File: src/rtl/tim2_pkg.sv
package tim2_pkg;
  localparam int ADDR_W = 3;

  typedef enum logic [1:0] {
    CH_IDLE = 2'd0,
    CH_CAPT = 2'd1,
    CH_COMP = 2'd2,
    CH_PWM  = 2'd3
  } ch_mode_e;

  localparam logic [ADDR_W-1:0] A_CTRL = 3'd0;
  localparam logic [ADDR_W-1:0] A_MOD  = 3'd1;
  localparam logic [ADDR_W-1:0] A_CNT  = 3'd2;
  localparam logic [ADDR_W-1:0] A_CFG0 = 3'd3;
  localparam logic [ADDR_W-1:0] A_VAL0 = 3'd4;
  localparam logic [ADDR_W-1:0] A_CFG1 = 3'd5;
  localparam logic [ADDR_W-1:0] A_VAL1 = 3'd6;
endpackage

File: src/rtl/tim2_counter.sv
module tim2_counter #(
  parameter int CW = 16
) (
  input  logic          clk_i,
  input  logic          rst_ni,
  input  logic          tick_i,
  input  logic          clr_i,
  input  logic [CW-1:0] mod_i,
  output logic [CW-1:0] cnt_o,
  output logic          ovf_o
);
  assign ovf_o = tick_i && (cnt_o == mod_i);

  always_ff @(posedge clk_i or negedge rst_ni) begin
    if (!rst_ni)     cnt_o <= '0;
    else if (clr_i)  cnt_o <= '0;
    else if (ovf_o)  cnt_o <= '0;
    else if (tick_i) cnt_o <= cnt_o + 1'b1;
  end


  cnt_range_chk: assert property (@(posedge clk_i) disable iff (!rst_ni)
    cnt_o <= mod_i);


  cnt_hold_chk: assert property (@(posedge clk_i) disable iff (!rst_ni)
    (!tick_i && !clr_i) |=> $stable(cnt_o));
endmodule

File: src/rtl/tim2_channel.sv
module tim2_channel import tim2_pkg::*; #(
  parameter int CW = 16
) (
  input  logic          clk_i,
  input  logic          rst_ni,
  input  logic          tick_i,
  input  logic          ovf_i,
  input  logic [CW-1:0] cnt_i,
  input  logic [CW-1:0] cmp_i,
  input  ch_mode_e      mode_i,
  input  logic          tov_i,
  input  logic          maxd_i,
  input  logic          cap_i,
  output logic          out_o,
  output logic          evt_o,
  output logic          cap_evt_o
);
  logic cap_q;
  logic match;

  assign match     = tick_i && (cnt_i == cmp_i) && (mode_i == CH_COMP || mode_i == CH_PWM);
  assign cap_evt_o = (mode_i == CH_CAPT) && cap_i && !cap_q;
  assign evt_o     = match || cap_evt_o;

  always_ff @(posedge clk_i or negedge rst_ni) begin
    if (!rst_ni) cap_q <= 1'b0;
    else         cap_q <= cap_i;
  end

  // overflow set wins over a match in the same cycle (value == modulo gives full duty)
  always_ff @(posedge clk_i or negedge rst_ni) begin
    if (!rst_ni) begin
      out_o <= 1'b0;
    end else if (mode_i == CH_PWM) begin
      if (ovf_i && tov_i) out_o <= 1'b1;
      else if (match)     out_o <= tov_i && maxd_i;
    end else if (mode_i == CH_COMP && match) begin
      out_o <= !out_o;
    end
  end


  zero_duty_chk: assert property (@(posedge clk_i) disable iff (!rst_ni)
    (mode_i == CH_PWM && !tov_i && !out_o) |=> !out_o);


  full_duty_chk: assert property (@(posedge clk_i) disable iff (!rst_ni)
    (mode_i == CH_PWM && tov_i && maxd_i && out_o) |=> out_o);
endmodule

File: src/rtl/dual_timer.sv
module dual_timer import tim2_pkg::*; #(
  parameter int CW = 16
) (
  input  logic              clk_i,
  input  logic              rst_ni,
  input  logic              en_i,
  input  logic              wait_i,
  input  logic [ADDR_W-1:0] addr_i,
  input  logic              wr_i,
  input  logic              rd_i,
  input  logic [CW-1:0]     wdata_i,
  output logic [CW-1:0]     rdata_o,
  input  logic [1:0]        cap_i,
  output logic [1:0]        pwm_o,
  output logic              irq_o,
  output logic              wake_o
);
  localparam int NCH  = 2;
  localparam int FLAG = CW - 1;

  logic          host_wr, host_rd, tick, ovf, linked;
  logic [CW-1:0] cnt, mod_q;
  logic          stop_q, ovf_ie_q, ovf_flag_q, ovf_arm_q;
  logic          act_q, pend_q, wr_inact;

  ch_mode_e      mode_w  [NCH];
  logic          flag_w  [NCH];
  logic          ie_w    [NCH];
  logic          link_w  [NCH];
  logic [CW-1:0] val_w   [NCH];
  logic [CW-1:0] cfg_rd  [NCH];

  assign host_wr = wr_i && !wait_i;
  assign host_rd = rd_i && !wait_i;
  assign tick    = en_i && !stop_q;
  assign linked  = link_w[0] && (mode_w[0] == CH_PWM);

  tim2_counter #(.CW(CW)) u_cnt (
    .clk_i (clk_i),
    .rst_ni(rst_ni),
    .tick_i(tick),
    .clr_i (host_wr && addr_i == A_MOD),
    .mod_i (mod_q),
    .cnt_o (cnt),
    .ovf_o (ovf)
  );

  // control, modulo and overflow flag
  always_ff @(posedge clk_i or negedge rst_ni) begin
    if (!rst_ni) begin
      stop_q     <= 1'b0;
      ovf_ie_q   <= 1'b0;
      ovf_flag_q <= 1'b0;
      ovf_arm_q  <= 1'b0;
      mod_q      <= '1;
    end else begin
      if (host_wr && addr_i == A_CTRL) begin
        stop_q   <= wdata_i[0];
        ovf_ie_q <= wdata_i[1];
      end
      if (host_wr && addr_i == A_MOD) mod_q <= wdata_i;
      if (ovf) ovf_flag_q <= 1'b1;
      else if (host_wr && addr_i == A_CTRL && ovf_arm_q && !wdata_i[FLAG]) ovf_flag_q <= 1'b0;
      if (ovf || (host_wr && addr_i == A_CTRL)) ovf_arm_q <= 1'b0;
      else if (host_rd && addr_i == A_CTRL && ovf_flag_q) ovf_arm_q <= 1'b1;
    end
  end

  // buffered pair: act_q selects the value register driving channel 0
  assign wr_inact = host_wr && linked && (addr_i == (act_q ? A_VAL0 : A_VAL1));

  always_ff @(posedge clk_i or negedge rst_ni) begin
    if (!rst_ni) begin
      act_q  <= 1'b0;
      pend_q <= 1'b0;
    end else if (!linked) begin
      act_q  <= 1'b0;
      pend_q <= 1'b0;
    end else if (ovf && pend_q) begin
      act_q  <= !act_q;
      pend_q <= 1'b0;
    end else if (wr_inact) begin
      pend_q <= 1'b1;
    end
  end

  for (genvar g = 0; g < NCH; g++) begin : g_ch
    localparam logic [ADDR_W-1:0] A_CFG = A_CFG0 + ADDR_W'(2 * g);
    localparam logic [ADDR_W-1:0] A_VAL = A_VAL0 + ADDR_W'(2 * g);

    ch_mode_e      mode_r, mode_eff;
    logic          tov_r, maxd_r, ie_r, link_r, flag_r, arm_r;
    logic [CW-1:0] val_r, cmp_eff;
    logic          out, evt, cap_evt, wr_cfg;

    assign wr_cfg   = host_wr && addr_i == A_CFG;
    assign mode_eff = (g == 1 && linked) ? CH_IDLE : mode_r;
    assign cmp_eff  = (g == 0 && linked) ? (act_q ? val_w[1] : val_w[0]) : val_r;

    tim2_channel #(.CW(CW)) u_ch (
      .clk_i    (clk_i),
      .rst_ni   (rst_ni),
      .tick_i   (tick),
      .ovf_i    (ovf),
      .cnt_i    (cnt),
      .cmp_i    (cmp_eff),
      .mode_i   (mode_eff),
      .tov_i    (tov_r),
      .maxd_i   (maxd_r),
      .cap_i    (cap_i[g]),
      .out_o    (out),
      .evt_o    (evt),
      .cap_evt_o(cap_evt)
    );

    always_ff @(posedge clk_i or negedge rst_ni) begin
      if (!rst_ni) begin
        mode_r <= CH_IDLE;
        tov_r  <= 1'b0;
        maxd_r <= 1'b0;
        ie_r   <= 1'b0;
        link_r <= 1'b0;
        flag_r <= 1'b0;
        arm_r  <= 1'b0;
        val_r  <= '0;
      end else begin
        if (wr_cfg) begin
          mode_r <= ch_mode_e'(wdata_i[1:0]);
          tov_r  <= wdata_i[2];
          maxd_r <= wdata_i[3];
          ie_r   <= wdata_i[4];
          link_r <= wdata_i[5];
        end
        if (cap_evt) val_r <= cnt;
        else if (host_wr && addr_i == A_VAL) val_r <= wdata_i;
        if (evt) flag_r <= 1'b1;
        else if (wr_cfg && arm_r && !wdata_i[FLAG]) flag_r <= 1'b0;
        if (evt || wr_cfg) arm_r <= 1'b0;
        else if (host_rd && addr_i == A_CFG && flag_r) arm_r <= 1'b1;
      end
    end

    assign mode_w[g] = mode_r;
    assign flag_w[g] = flag_r;
    assign ie_w[g]   = ie_r;
    assign link_w[g] = link_r;
    assign val_w[g]  = val_r;
    assign cfg_rd[g] = {flag_r, {(CW-7){1'b0}}, link_r, ie_r, maxd_r, tov_r, mode_r};
    assign pwm_o[g]  = (g == 1 && linked) ? 1'b0 : out;

    if (g == 1) begin : g_pair_chk

      pair_quiet_chk: assert property (@(posedge clk_i) disable iff (!rst_ni)
        (linked && !flag_r) |=> !flag_r);
    end
  end

  always_comb begin
    rdata_o = '0;
    if (host_rd) begin
      case (addr_i)
        A_CTRL: begin
          rdata_o[0]    = stop_q;
          rdata_o[1]    = ovf_ie_q;
          rdata_o[FLAG] = ovf_flag_q;
        end
        A_MOD:  rdata_o = mod_q;
        A_CNT:  rdata_o = cnt;
        A_CFG0: rdata_o = cfg_rd[0];
        A_VAL0: rdata_o = val_w[0];
        A_CFG1: rdata_o = cfg_rd[1];
        A_VAL1: rdata_o = val_w[1];
        default: rdata_o = '0;
      endcase
    end
  end

  always_comb begin
    irq_o = ovf_flag_q && ovf_ie_q;
    for (int i = 0; i < NCH; i++) irq_o = irq_o || (flag_w[i] && ie_w[i]);
  end

  assign wake_o = wait_i && irq_o;


  ovf_sets_flag_chk: assert property (@(posedge clk_i) disable iff (!rst_ni)
    ovf |=> ovf_flag_q);


  flag_clear_needs_arm_chk: assert property (@(posedge clk_i) disable iff (!rst_ni)
    (ovf_flag_q && !(ovf_arm_q && wr_i && addr_i == A_CTRL)) |=> ovf_flag_q);


  act_swap_at_ovf_chk: assert property (@(posedge clk_i) disable iff (!rst_ni)
    (linked && !ovf) |=> $stable(act_q));


  wait_blocks_wr_chk: assert property (@(posedge clk_i) disable iff (!rst_ni)
    (wait_i && wr_i) |=> $stable(mod_q));
endmodule

File: config.mk
export PLATFORM = sky130hd
export DESIGN_NAME = dual_timer
export DESIGN_NICKNAME = d
export VERILOG_FILES = /design/src/rtl/tim2_pkg.sv /design/src/rtl/tim2_counter.sv /design/src/rtl/tim2_channel.sv /design/src/rtl/dual_timer.sv
export SDC_FILE = /design/constraint.sdc
export NUM_CORES = 1
export LEC_CHECK = 0
export ABC_AREA = 1
export BUFFER_PORTS_ARGS = -buffer_cell sky130_fd_sc_hd__buf_2
export CORE_UTILIZATION = 30
export CTS_CLUSTER_DIAMETER = 30
export DETAILED_ROUTE_END_ITERATION = 8
export GPL_ROUTABILITY_DRIVEN = 0
export GPL_TIMING_DRIVEN = 1
export PLACE_DENSITY = 0.49
export SYNTH_ARGS = -nofsm -noshare
export SYNTH_HDL_FRONTEND = slang
export SYNTH_SLANG_ARGS = --single-unit
File: constraint.sdc
create_clock -name clk_i -period 2.1 [get_ports clk_i]
set_input_delay 0 -clock clk_i [delete_from_list [all_inputs] [get_ports clk_i]]
set_output_delay 0 -clock clk_i [all_outputs]
set_load 0.02 [all_outputs]
# Yosys cells after proc, flatten, opt, wreduce, memory -nomap -nowiden
# Cells that the tools add are included.
# W data, S select, Z words.
dict set report word_totals {
  regBits 90
  latchBits 0
  ramBits 0
  rom_bits 0
  in_bits 27
  out_inout_bits 20
  word_cells 165
  memories 0
}
dict set report classes {
  n_addsub 1
  n_mul 0
  div 0
  order_cmp 0
  eq_ne 20
  n_shift 0
  muxes 41
  bitwise_logic 0
  n_reduce_logical 75
}
# op n
set op_table {}
lappend op_table {{$mux W16} 10}
lappend op_table {{$pmux W13 S6} 1}
lappend op_table {{$eq A16 B16 Y1} 3}
lappend op_table {{$logic_and A1 B1 Y1} 44}
lappend op_table {{$mux W1} 26}
lappend op_table {{$reduce_bool A2 Y1} 10}
lappend op_table {{$add A16 B1 Y16 const B} 1}
lappend op_table {{$pmux W2 S7} 1}
lappend op_table {{$eq A3 B3 Y1 const B} 3}
lappend op_table {{$logic_or A1 B1 Y1} 9}
lappend op_table {{$eq A2 B2 Y1 const B} 4}
lappend op_table {{$logic_not A1 Y1} 8}
lappend op_table {{$pmux W1 S7} 1}
lappend op_table {{$eq A3 B2 Y1 const B} 2}
lappend op_table {{$ne A3 B1 Y1 const B} 2}
lappend op_table {{$eq A2 B1 Y1 const B} 2}
lappend op_table {{$mux W2} 2}
lappend op_table {{$reduce_and A2 Y1} 2}
lappend op_table {{$eq A3 B1 Y1 const B} 1}
lappend op_table {{$eq A3 B3 Y1} 1}
lappend op_table {{$logic_not A3 Y1} 1}
lappend op_table {{$ne A3 B2 Y1 const B} 1}
lappend op_table {{$reduce_bool A3 Y1} 1}
lappend op_table {{$ne A2 B1 Y1 const B} 1}

# Depth between registers and ports, before layout
dict set report logic_depth {
  depth_word 9
  mapped_depth 13
  depth_no_buf 12
}

# Modules after synthesis
# From an unflattened synthesis, not the netlist that was laid out.
dict set report hier_totals {
  cells_unflattened 1017
  area_unflattened_um2 6563.8
}
# module n_inst cells_each area_each_um2 seq_area_each_um2
set by_module_without_submodules {}
lappend by_module_without_submodules {dual_timer 1 607 4367.9 1771.7}
lappend by_module_without_submodules {tim2_counter 1 228 1342.5 400.4}
lappend by_module_without_submodules {tim2_channel 2 91 426.7 50.0}

# Worst setup path after synthesis
# OpenSTA, ideal clock, no wires.
dict set report synth_timing {
  kind {register to register}
  from {register g_ch[0].mode_r[1]}
  to {register g_ch[1].val_r[10]}
  setup_time_ns 0.139
  arrival_time_ns 1.391
  required_ns 1.961
  setup_slack_ns 0.571
  stages_incl_launch_ff 10
  path_buffers 1
  synth_period_minus_slack_ns 1.529
  path_cell_list {dfrtp_1 -> nand2_1 -> inv_1 -> nand2_2 -> inv_1 -> nor3_1 -> nand3_2 -> o21ai_2 -> buf_4 -> o221ai_1}
}
dict set report synth_via {
  elab_chain_len 7
  word_cells_on_any_way 8
  classes_between {2 x eq/ne; 2 x mux; 4 x reduce/logical}
}
# item line
set synth_rtl {}
lappend synth_rtl {{start, declared} dual_timer.sv:91} ;# ch_mode_e mode_r, mode_eff;
lappend synth_rtl {{start signal, assigned} dual_timer.sv:128} ;# mode_r <= ch_mode_e'(wdata_i[1:0]);
lappend synth_rtl {{$eq A2 B2 Y1 (*)} dual_timer.sv:36} ;# assign linked = link_w[0] && (mode_w[0] == CH_PWM);
lappend synth_rtl {{$logic_and A1 B1 Y1 (*)} dual_timer.sv:36}
lappend synth_rtl {{$mux W2 (*)} dual_timer.sv:97} ;# assign mode_eff = (g == 1 && linked) ? CH_IDLE : mode_r;
lappend synth_rtl {{$eq A2 B1 Y1 (*)} tim2_channel.sv:22} ;# assign cap_evt_o = (mode_i == CH_CAPT) && cap_i && !cap_q;
lappend synth_rtl {{$logic_and A1 B1 Y1 (*) (2 in a row)} tim2_channel.sv:22}
lappend synth_rtl {{$mux W16 / $reduce_bool A2 Y1 (equally long branches)} --}
lappend synth_rtl {{end signal, assigned} dual_timer.sv:134} ;# if (cap_evt) val_r <= cnt;
lappend synth_rtl {{end signal, assigned} dual_timer.sv:135} ;# else if (host_wr && addr_i == A_VAL) val_r <= wdata_i;
lappend synth_rtl {{end, declared} dual_timer.sv:93} ;# logic [CW-1:0] val_r, cmp_eff;
# Every way passes the cells marked *; elsewhere a longest branch is shown, timed or not.
# A chain may end at the register's enable or synchronous reset.

# Final worst setup path
dict set report layout_timing {
  from {register u_cnt.cnt_o[6]}
  to {register u_cnt.cnt_o[14]}
}
dict set report layout_via {
  elab_chain_len 4
  word_cells_on_any_way 7
  classes_between {1 x add/sub; 1 x eq/ne; 3 x mux; 2 x reduce/logical}
}
# item line
set layout_rtl {}
lappend layout_rtl {{start, declared} tim2_counter.sv:9} ;# output logic [CW-1:0] cnt_o,
lappend layout_rtl {{start signal, assigned} tim2_counter.sv:18} ;# else if (tick_i) cnt_o <= cnt_o + 1'b1;
lappend layout_rtl {{$add A16 B1 Y16 / $eq A16 B16 Y1 (equally long branches)} {tim2_counter.sv:18, tim2_counter.sv:12}}
lappend layout_rtl {{$mux W16 / $logic_and A1 B1 Y1 (equally long branches)} {tim2_counter.sv:18, tim2_counter.sv:12}}
lappend layout_rtl {{$mux W16} tim2_counter.sv:17} ;# else if (ovf_o) cnt_o <= '0;
lappend layout_rtl {{$mux W16} tim2_counter.sv:16} ;# else if (clr_i) cnt_o <= '0;
# Several ways; a longest one is shown, not always the timed one. The select of a mux whose other input is x is not followed.

==> metrics.txt <==
Setup TNS=0 ns; synth top area cells=dfrtp_1, nand2_1, dfstp_2; worst r2r dst=u_cnt.cnt_o[14]; GRT Total Usage=a little over a fifth; Synth Warn #=0; # rows=49; ys flop type=dfrtp_1; syn_nets=~780; Setup Viol. Count Final=0; Die H=roughly 140 microns; fill count=1926; clock buffer depth=2; share of cells above drive strength 1=15.2%; R2R Path Start=u_cnt.cnt_o[6]; initial core utilization=between 30% and 40%; complex-gate fraction of the synthesized area=16.4%; Die Width=138 microns; Synth top area share=between 30% and 40%; vias in the first global route=slightly below 5000; io pins=47; final hold slack=0.0461 ns; area of the multi-input gates=around 2700 sq um; Slew @ Worst Pin=slightly above 0.8 ns; clock skew=0.00915 ns; synthesis-to-finish area growth=17.9%; max-capacitance violation count=0; Die ar.=19100 sq um; area leader, netlist=dfrtp_1; pin count of the biggest net entering global routing=45; Remaining DRCs=2; fin. max-slew vios=0; top-count cell post-synth=nand2_1; Synth Area in Simple Gates=25.6%; ys async rst share=100%; Critical Path AT=between 2 and 2.5 ns; synth unique cells=40; CTS tree=built; DR iter-0 viols=between 400 and 500; post-layout min period=1.93 ns; Clock Latency Late Sink=0.36 ns; first-pass GRT wire length=30100 microns; # clock sinks=90; RSZ-0062 raised after global routing=false; Final Util=between 30% and 40%; I/O Buffers=46; Final #Nets=847; Seq/Total Area, Yosys=40.9%; Post-Syn Area=5560 sq um; Reg2Reg Setup Slack=0.17 ns; XOR/XNOR Fraction of Synth Area=under 10%; CTS root buf=clkbuf_16; status=finished with violations; met1 Usage GRT=29.2%; failing checks=design-rule violations; f_max=517 MHz; # H-tree levels=3; kind of critical path=reg2reg; met3 Track Usage GR=2.53%; Detailed Place HPWL=approximately 15000 microns; cell count after synthesis=~760; GRT overflow=0; Pre-Repair DR Iteration Count=7; initial antenna violation count=0; Req. time, crit path=2.32 ns; Routed WL=19400 microns; Setup crit end kind=flop; min-delay src=addr_i[0]; final hold violation count=0; Post-synth top cells=nand2_1, inv_1, nor2_1, dfrtp_1, o21ai_0; mux contribution to synthesized area=0.203%; number of synthesized register bits=90; TritonCTS buffer count=9; clock slew seen by the registers of the worst setup and hold paths=0.07 ns; largest family of logic cells by synthesized area=simple AND/OR/NAND/NOR gates; startpoint types=flop; total number of vias=5230; register area=2270 sq um; CP max FO=9; worst hold path type=in2reg; met2 Use GR=between 30 and 40%; Diodes inserted=0; Hold Path Depth=4; PwrDens=approximately 950 nW/um^2; Lkg Pwr=roughly 3.2 nW; Post-DRT Antenna Nets=0; headroom to the max-slew limit=45.7%; vias per cell=a little under 5; core area=18100 sq um; Avg WL per Cell=18.4 microns; hold endpoint=pend_q; Synth Area in Adders=0.225%; fin crit share=92.0%; GRT Max-Usage Layer=met2; Reg2Reg Depth=10; Post-synth EDFFs=0; worst vdd ir=~0.51 mV; Avg Inst Size Synth=around 7.4 sq um
flip-flops by register name, summed over array words and instances (netlist names), 16 cells and up:
signal	flops
mod_q	16
g_ch.cmp_eff	16
u_cnt.cnt_o	16
g_ch.val_r	16
area by class of cell:
type	instances	share of cell area, %
flip-flops and latches	90	34.7
clock inverters	4	0.401
repair buffers	89	9.39
multi-input cells	518	40.9
clock buffers	12	3.91
well taps	229	4.37
inverters	111	6.35
layout by cell type (no fill, tap or decap), drive strengths merged, types with 5 or more instances in the layout:
cell type	netlist	final
inv	110	110
o21ai	69	69
dfstp	16	16
nor3	12	12
o221ai	18	18
nor2	85	85
o22ai	18	18
xnor2	5	5
buf	20	70
a221oi	9	9
o211ai	6	6
nand3	45	45
clkbuf	17	12
nand4	5	5
xor2	32	32
dlygate4sd3	0	19
a21oi	16	16
dfrtp	74	74
nand2	183	183
cells by family (layout without fill, tap and decap cells):
group,Yosys count,count (layout)
simple gates,332,332
buf+inv,148,216
mux,1,1
flops,90,90
fa+ha+maj,1,1
xor+xnor,37,37
compound gates,147,147
report_power, final:
part	switching [mW]	leakage [nW]	internal, mW	total [mW]
registers	0.456	1.11	2.22	2.68
clock network	0.734	0.139	0.867	1.60
logic	1.22	1.94	0.721	1.94
total	2.41	3.18	3.81	6.22
per-layer routing:
metal	vias to the layer above	part of all wire, %	routed length (microns)
met4	0	1.9	369
met1	2470	47	9030
met2	157	47	9080
met5	-	0	0
met3	25	4.6	900
li1	2578	-	-
worst max-delay path: stages (launching register included):
cell,delay (ns)
dfrtp_1,0.54
inv_1,0.17
nand2_1,0.12
and2_1,0.14
nand2_1,0.05
nor2_1,0.13
nand3_2,0.20
nand2_2,0.13
inv_2,0.07
nand2_2,0.14
o21ai_0,0.12
per-stage QoR:
step	setup slack, ns	cells	total power [mW]	instance area, sq um
3_3_place_gp	0.161	1018	4.62	6080
3_5_place_dp	0.189	1018	4.59	6080
6_report	0.168	1053	6.22	6560
4_1_cts	0.135	1053	6.23	6550
5_1_grt	0.0000984	1053	6.60	6560
2_1_floorplan	0.571	756	3.93	5560
timing repair:
action,CTS,global route
buffers inserted,0,0
endpoints found under the setup margin,0,1
gates resized for setup,0,2
endpoints found under the hold margin,76,0
hold buffers,19,0
worst max-delay path by stage:
stage	start	to	depth (start not counted)	slack [ns]
after floorplan	g_ch[0].mode_eff[1]	g_ch[1].cmp_eff[10]	9	0.57
after global placement	u_cnt.cnt_o[0]	u_cnt.cnt_o[14]	9	0.16
after detailed placement	u_cnt.cnt_o[0]	u_cnt.cnt_o[14]	9	0.19
after CTS	u_cnt.cnt_o[0]	u_cnt.cnt_o[14]	9	0.13
after global routing	u_cnt.cnt_o[12]	u_cnt.cnt_o[14]	11	0.0001
final	u_cnt.cnt_o[6]	u_cnt.cnt_o[14]	10	0.17
Power figures use the tool's default switching activity.
